## src/rtl/idata_space.sv

```systemverilog
module idata_space #(
  parameter int RAM_BYTES = 256
) (
  input  logic       clk,
  input  logic       rst_n,
  input  logic       bank_load,
  input  logic [1:0] bank_in,
  input  logic       by_en,
  input  logic       by_we,
  input  logic       by_indirect,
  input  logic [7:0] by_addr,
  input  logic [7:0] by_wdata,
  output logic [7:0] by_rdata,
  input  logic       rg_en,
  input  logic       rg_we,
  input  logic [2:0] rg_num,
  input  logic [7:0] rg_wdata,
  output logic [7:0] rg_rdata,
  input  logic       bt_en,
  input  logic [1:0] bt_op,
  input  logic [6:0] bt_addr,
  output logic       bt_rdata,
  input  logic       push,
  input  logic       pop,
  input  logic [7:0] st_wdata,
  output logic [7:0] st_rdata,
  output logic [7:0] sp_o,
  output logic       sfr_we_o,
  output logic [6:0] sfr_addr_o,
  output logic [7:0] sfr_wdata_o
);
  localparam int AW = $clog2(RAM_BYTES);
  localparam logic [8:0] LIMIT = 9'(RAM_BYTES);

  logic [7:0] ram [RAM_BYTES];
  logic [7:0] sfr [128];
  logic [7:0] sp_q;
  logic [1:0] bank_q;

  logic       by_sfr, by_ram, push_ok, st_ok, bt_wr;
  logic [7:0] sp_inc, rg_addr, bt_byte;

  assign by_sfr  = ~by_indirect & by_addr[7];
  assign by_ram  = by_indirect ? ({1'b0, by_addr} < LIMIT) : ~by_addr[7];
  assign sp_inc  = sp_q + 8'd1;
  assign push_ok = {1'b0, sp_inc} < LIMIT;
  assign st_ok   = {1'b0, sp_q} < LIMIT;
  assign rg_addr = {3'b000, bank_q, rg_num};
  assign bt_byte = {4'b0010, bt_addr[6:3]};
  assign bt_wr   = bt_en & (bt_op == 2'b01 || bt_op == 2'b10);

  assign by_rdata = by_sfr ? sfr[by_addr[6:0]] :
                    by_ram ? ram[by_addr[AW-1:0]] : 8'h00;
  assign rg_rdata = ram[rg_addr[AW-1:0]];
  assign bt_rdata = ram[bt_byte[AW-1:0]][bt_addr[2:0]];
  assign st_rdata = st_ok ? ram[sp_q[AW-1:0]] : 8'h00;
  assign sp_o     = sp_q;

  assign sfr_we_o    = by_en & by_we & by_sfr & ~push;
  assign sfr_addr_o  = by_addr[6:0];
  assign sfr_wdata_o = by_wdata;

  always_ff @(posedge clk) begin
    if (!rst_n) begin
      sp_q   <= 8'h07;
      bank_q <= 2'd0;
    end else begin
      if (bank_load) bank_q <= bank_in;
      if (push)      sp_q <= sp_inc;
      else if (pop)  sp_q <= sp_q - 8'd1;
    end
  end

  always_ff @(posedge clk) begin
    if (push) begin
      if (push_ok) ram[sp_inc[AW-1:0]] <= st_wdata;
    end else if (by_en && by_we) begin
      if (by_sfr)      sfr[by_addr[6:0]] <= by_wdata;
      else if (by_ram) ram[by_addr[AW-1:0]] <= by_wdata;
    end else if (rg_en && rg_we) begin
      ram[rg_addr[AW-1:0]] <= rg_wdata;
    end else if (bt_wr) begin
      ram[bt_byte[AW-1:0]][bt_addr[2:0]] <= bt_op[0];
    end
  end
endmodule

```

## config.mk

```make
export PLATFORM = sky130hd
export DESIGN_NAME = idata_space
export DESIGN_NICKNAME = d
export VERILOG_FILES = /design/src/rtl/idata_space.sv
export SDC_FILE = /design/constraint.sdc
export NUM_CORES = 2
export LEC_CHECK = 0
export CAP_MARGIN = 10
export CORE_MARGIN = 3
export CORE_UTILIZATION = 33
export CTS_CLUSTER_DIAMETER = 60
export CTS_CLUSTER_SIZE = 30
export DETAILED_ROUTE_END_ITERATION = 10
export HOLD_SLACK_MARGIN = 0.06
export PLACE_DENSITY = 0.5
export SLEW_MARGIN = 20
export SYNTH_ARGS = -nofsm -noshare
export SYNTH_HDL_FRONTEND = slang
export SYNTH_SLANG_ARGS = --single-unit
```

## constraint.sdc

```tcl
create_clock -name clk -period 15.3 [get_ports clk]
set_input_delay 1.53 -clock clk [delete_from_list [all_inputs] [get_ports clk]]
set_output_delay 1.53 -clock clk [all_outputs]
set_load 0.05 [all_outputs]
```

Yosys cells after proc, flatten, opt, wreduce, memory -nomap -nowiden:

Memory sizes are Yosys's and may differ from the RTL's. A register that Yosys moved wholly into a read port is not among the register bits.
Cells that the tools add are included.

* flip-flop bits (word level): 10
* memory bits (writable): 3072
* bits of input ports: 57
* output and inout bits: 49
* word-level logic and storage cells: 66
* memories kept: 2

Memories
* ram: words 256, width 8, rd ports 4, clocked after Yosys merged registers in 1, write ports 1, RTL line 35 `logic [7:0] ram [RAM_BYTES];`
* sfr: words 128, width 8, rd ports 1, clocked after Yosys merged registers in 0, write ports 1, RTL line 36 `logic [7:0] sfr [128];`

* add/subtract/negate cells: 2
* order comparisons: 2
* equal/unequal tests: 2
* mux-type cells: 40
* bitwise gates (word level): 8
* reductions and logical operators: 8

Operators with widths (number)
* two-way mux 8 bit: 14
* two-way mux 1 bit: 24
* OR reduction 8 bit: 3
* adder 8 x 1 -> 8 bit, second input constant: 1
* subtractor 8 x 1 -> 8 bit, second input constant: 1
* AND 1 bit: 5
* < comparator 3 x 4 -> 1 bit, second input constant: 1
* binary-select mux 1 bit (select 3 bit): 1
* demux 1 bit (select 3 bit): 1
* >= comparator 3 x 1 -> 1 bit, second input constant: 1
* logical AND 1 bit: 3
* inverter 1 bit: 3
* equality test 2 x 1 -> 1 bit, second input constant: 1
* equality test 2 bit, second input constant: 1
* nonzero test 2 bit: 1
* logical OR 1 bit: 1

Longest topological paths before layout:

* word-level depth: 11
* gate-level depth with buffers: 14
* depth with buffers taken out: 9

Worst setup path after synthesis:

Ideal clock, no wire load.

* path type: input -> register
* from: input by_addr[7]
* to: memory ram[0][0] (data pin)
* setup time: 2187 ps
* arrival: 12196 ps
* required time: 13113 ps
* path slack: 917 ps
* stages: 6
* buffers on the path: 2
* cell sequence: buf_2 > and2b_1 > nor2_1 > buf_4 > mux2i_1 > o21ai_0

* word-level cells in the longest chain between the ends: 11
* elaborated cells between the ends (all ways): 12
* those cells by class: mux (9); bitwise (2); reduce/logical (1)

RTL lines
* from (decl): RTL line 11 `input logic [7:0] by_addr,`
* inverter 1 bit: RTL line 44 `assign by_ram = by_indirect ? ({1'b0, by_addr} < LIMIT) : ~by_addr[7];`
* two-way mux 1 bit: RTL line 44
* two-way mux 1 bit: RTL line 79 `else if (by_ram) ram[by_addr[AW-1:0]] <= by_wdata;`
* two-way mux 1 bit (*): RTL line 78 `if (by_sfr) sfr[by_addr[6:0]] <= by_wdata;`
* two-way mux 1 bit (*): RTL line 77 `end else if (by_en && by_we) begin`
* two-way mux 1 bit (*): RTL line 75 `if (push) begin`
* two-way mux 1 bit (not written as such) (*): RTL line 79
* OR reduction 8 bit (no line) (*)
* two-way mux 8 bit (no line) (*) (3 in series)
* to (decl): RTL line 35

Mark *: on every way between the ends. The rest lies on a longest branch, timed or not.

Worst setup path after layout:

* from: input by_addr[1]
* to: output by_rdata[7]

* word-level cells in the longest chain between the ends: 3
* elaborated cells between the ends (all ways): 4
* those cells by class: mux (2); memory (2)

RTL lines
* memory read (256 x 8 bit)
* two-way mux 8 bit: RTL line 53 `by_ram ? ram[by_addr[AW-1:0]] : 8'h00;`
* two-way mux 8 bit (*): RTL line 52 `assign by_rdata = by_sfr ? sfr[by_addr[6:0]] :`
* to (decl): RTL line 13 `output logic [7:0] by_rdata,`

Marks and branches as above.

==> impl_metrics.env <==
export IMPL_min_period_over_period_pct=66.8
export IMPL_maxSlewHeadroom_pct=9.60
export IMPL_hold_viol=0
export IMPL_place_gp_congestion=0.894
export IMPL_portBuffers=105
export IMPL_met1_length_um=243000
export IMPL_syn_inst=10429
export IMPL_async_flop_share_pct=0
export IMPL_postSynthAreaPerCell_sq_um=14.2
export IMPL_ctsHoldBuffers=0
export IMPL_core_sq_um=445000
export IMPL_worst_pin_slew_ns=1.36
export IMPL_ys_ff_latch=3090
export IMPL_clock_sinks=3090
export IMPL_synth_top_flop_cell="edfxtp_1"
export IMPL_top_layer_used="met5"
export IMPL_clk_pin_slew_ns=0.05
export IMPL_max_clock_freq_mhz=97.8
export IMPL_cpPeakStageDelay_ns=0.85
export IMPL_path_buf_inv=7
export IMPL_path_cells="buf_8 -> buf_4 -> buf_4 -> nor2b_4 -> buf_4 -> buf_4 -> o2bb2ai_1 -> nand2_1 -> a311oi_1 -> a21oi_1 -> a31oi_2 -> nor4_1 -> a211oi_1 -> buf_4 -> clkdlybuf4s50_1"
export IMPL_die_x_um=675
export IMPL_dp_hpwl_um=372000
export IMPL_insertion_delay_ns=0.98
export IMPL_grt_pass1_wl_um=865000
export IMPL_synth_distinct_cells=84
export IMPL_cts_tree="yes"
export IMPL_die_area_sq_um=455000
export IMPL_first_global_vias=100482
export IMPL_drive_gt1_share_pct=20.3
export IMPL_crit_top_cell="buf_4"
export IMPL_dr_wl_met2_um=285000
export IMPL_initial_core_util_pct=33.1
export IMPL_synth_edff_count=3072
export IMPL_ctsResizeCount=0
export IMPL_cts_inserted_buffers=265
export IMPL_rows=245
export IMPL_first_pass_iters=8
export IMPL_critical_path_top_delay_family="buffers and inverters"
export IMPL_crit_arrival_ns=8.69
export IMPL_drc_errors=0
export IMPL_drt_wl_total_um=640000
export IMPL_htree_levels=5
export IMPL_outcome="finished clean"
export IMPL_p_total_mw=20.0
export IMPL_final_cell_mix="3072 x edfxtp_1, 2333 x nor2_1, 824 x mux4_2, 413 x mux2i_1, 365 x a22oi_1"
export IMPL_skew_ns=0.0543
export IMPL_grtUsageTotal_pct=27.3
export IMPL_setup_viol=0
export IMPL_power_density_nw_per_um2=122
export IMPL_cts_root_buffer="clkbuf_16"
export IMPL_rsz0062_at_grt="no"
export IMPL_drv_slew=0
export IMPL_boundaryPins=106
export IMPL_grt_max_degree=226
export IMPL_yosysWarningCount=0
export IMPL_peakVddDrop_v=0.0000796
export IMPL_fin_hold_ws_ns=0.698
export IMPL_cap_violations=0
export IMPL_vias_per_cell=6.45
export IMPL_synth_nets=10488
export IMPL_cts_buffer_depth=4
export IMPL_overflow=0
export IMPL_die_h_um=675
export IMPL_fin_nets=10081
export IMPL_antenna_found_initial=56
export IMPL_startpoint_type="primary input"
export IMPL_post_cts_buffers=0
export IMPL_crit_required_ns=13.77
export IMPL_tns_ns=0
export IMPL_wire_per_inst_um=39.5
export IMPL_seq_area_frac_synth_pct=62.7
export IMPL_area_growth_pct=11.4
export IMPL_cp_slowest_cell="buf_4"
export IMPL_p_leak_nw=49.9
export IMPL_final_common_cell="edfxtp_1"
export IMPL_ant_nets=0
export IMPL_vias=104596
export IMPL_min_path_type="reg2reg"
export IMPL_min_period_ns=10.22
export IMPL_syn_area_sq_um=148000
export IMPL_critPathCaptureType="output port"
export IMPL_drtIter0Drc=17561
export IMPL_crit_fanout=35
export IMPL_crit_type="in2out"
export IMPL_met3_wirelength_um=72800
area by class of cell:
class	count	area, sq um
Inverter	9	52.6
Clock buffer	287	6860
Multi-Input combinational cell	6218	50900
Tap cell	5928	7420
Sequential cell	3090	92600
Clock inverter	196	2460
Fill cell	42109	281000
Antenna cell	43	108
Timing Repair Buffer	438	3970
worst min-delay path, stage by stage (launching register included):
cell and delay (ns):
dfxtp_1 0.39, xor2_1 0.19, nand2_1 0.08
final timing paths:
| path | start | endpoint | slack, ns | cells after the start |
|---|---|---|---|---|
| hold reg to reg | sp_o[2]$_SDFFE_PN1N_ | sp_o[2]$_SDFFE_PN1N_ | 0.70 | 2 |
| setup / recovery | by_addr[1] | by_rdata[7] | 5.08 | 15 |
| hold / removal | sp_o[2]$_SDFFE_PN1N_ | sp_o[2]$_SDFFE_PN1N_ | 0.70 | 2 |
| setup reg to reg | sp_o[0]$_SDFFE_PN1N_ | ram[246][2]$_DFFE_PP_ | 9.57 | 11 |
per-stage QoR:
stage | utilization [%] | area [sq um] | setup slack, ns | cells
final | 36.9 | 164000 | 5.08 | 16209
after CTS | 36.9 | 164000 | 5.21 | 16165
after global placement | 34.8 | 155000 | 5.29 | 15677
after detailed placement | 34.8 | 155000 | 5.23 | 15682
after floorplan | - | 148000 | 0.917 | 10429
after global routing | 36.9 | 164000 | 5.26 | 16171
sequential cells by signal, summed over array words and instances (netlist names), named ones only:
name	count
bank_q	2
sfr	1024
sp_o	8
ram	2048
synth_stat cells, drive strengths merged, types with 21 or more instances:
library cell,number,area [sq um]
or2,28,175
nand2,281,1060
edfxtp,3072,92200
o221ai,31,272
a221o,80,801
buf,492,2480
o211ai,35,263
a21oi,304,1520
a2111oi,28,245
mux4,824,18600
a31oi,84,526
o22ai,34,213
o2111ai,21,184
a222oi,22,220
nor3,34,180
mux2i,415,4150
a211oi,34,255
o21ai,241,1210
o2bb2ai,21,184
nor2,2414,9230
a22o,94,823
nand3,46,235
a22oi,365,2740
a221oi,294,2580
mux2,215,2420
nand2b,21,131
clkbuf,620,2330
power by group:
group / total, mW / leakage (nW) / internal, mW / switching (mW)
combinational: 3.04 / 17.6 / 0.839 / 2.20
clock: 7.47 / 4.49 / 3.82 / 3.65
sequential: 9.50 / 27.8 / 9.44 / 0.0556
per-layer routing:
metal	track usage (%)	up-vias
met4	14.8	26
li1	-	39922
met2	41.5	7634
met3	6.57	1518
met1	35.9	55496
met5	0.179	-
cell families (layout without fill, tap and decap cells):
family                     Yosys count  in the layout  synth area share [%]
other                                0             43                     0
muxes                             1454           1454                  17.0
buffers and inverters             1121            930                  3.28
DFF                               3090           3090                  62.7
adders and majority gates            2              2                0.0169
and+or+nand+nor                   2955           2955                  8.08
xor gates and xnor gates            13             13                0.0771
AOI/OAI and AO/OA                 1794           1794                  8.79
No activity file was read; power rests on OpenSTA's default activity.
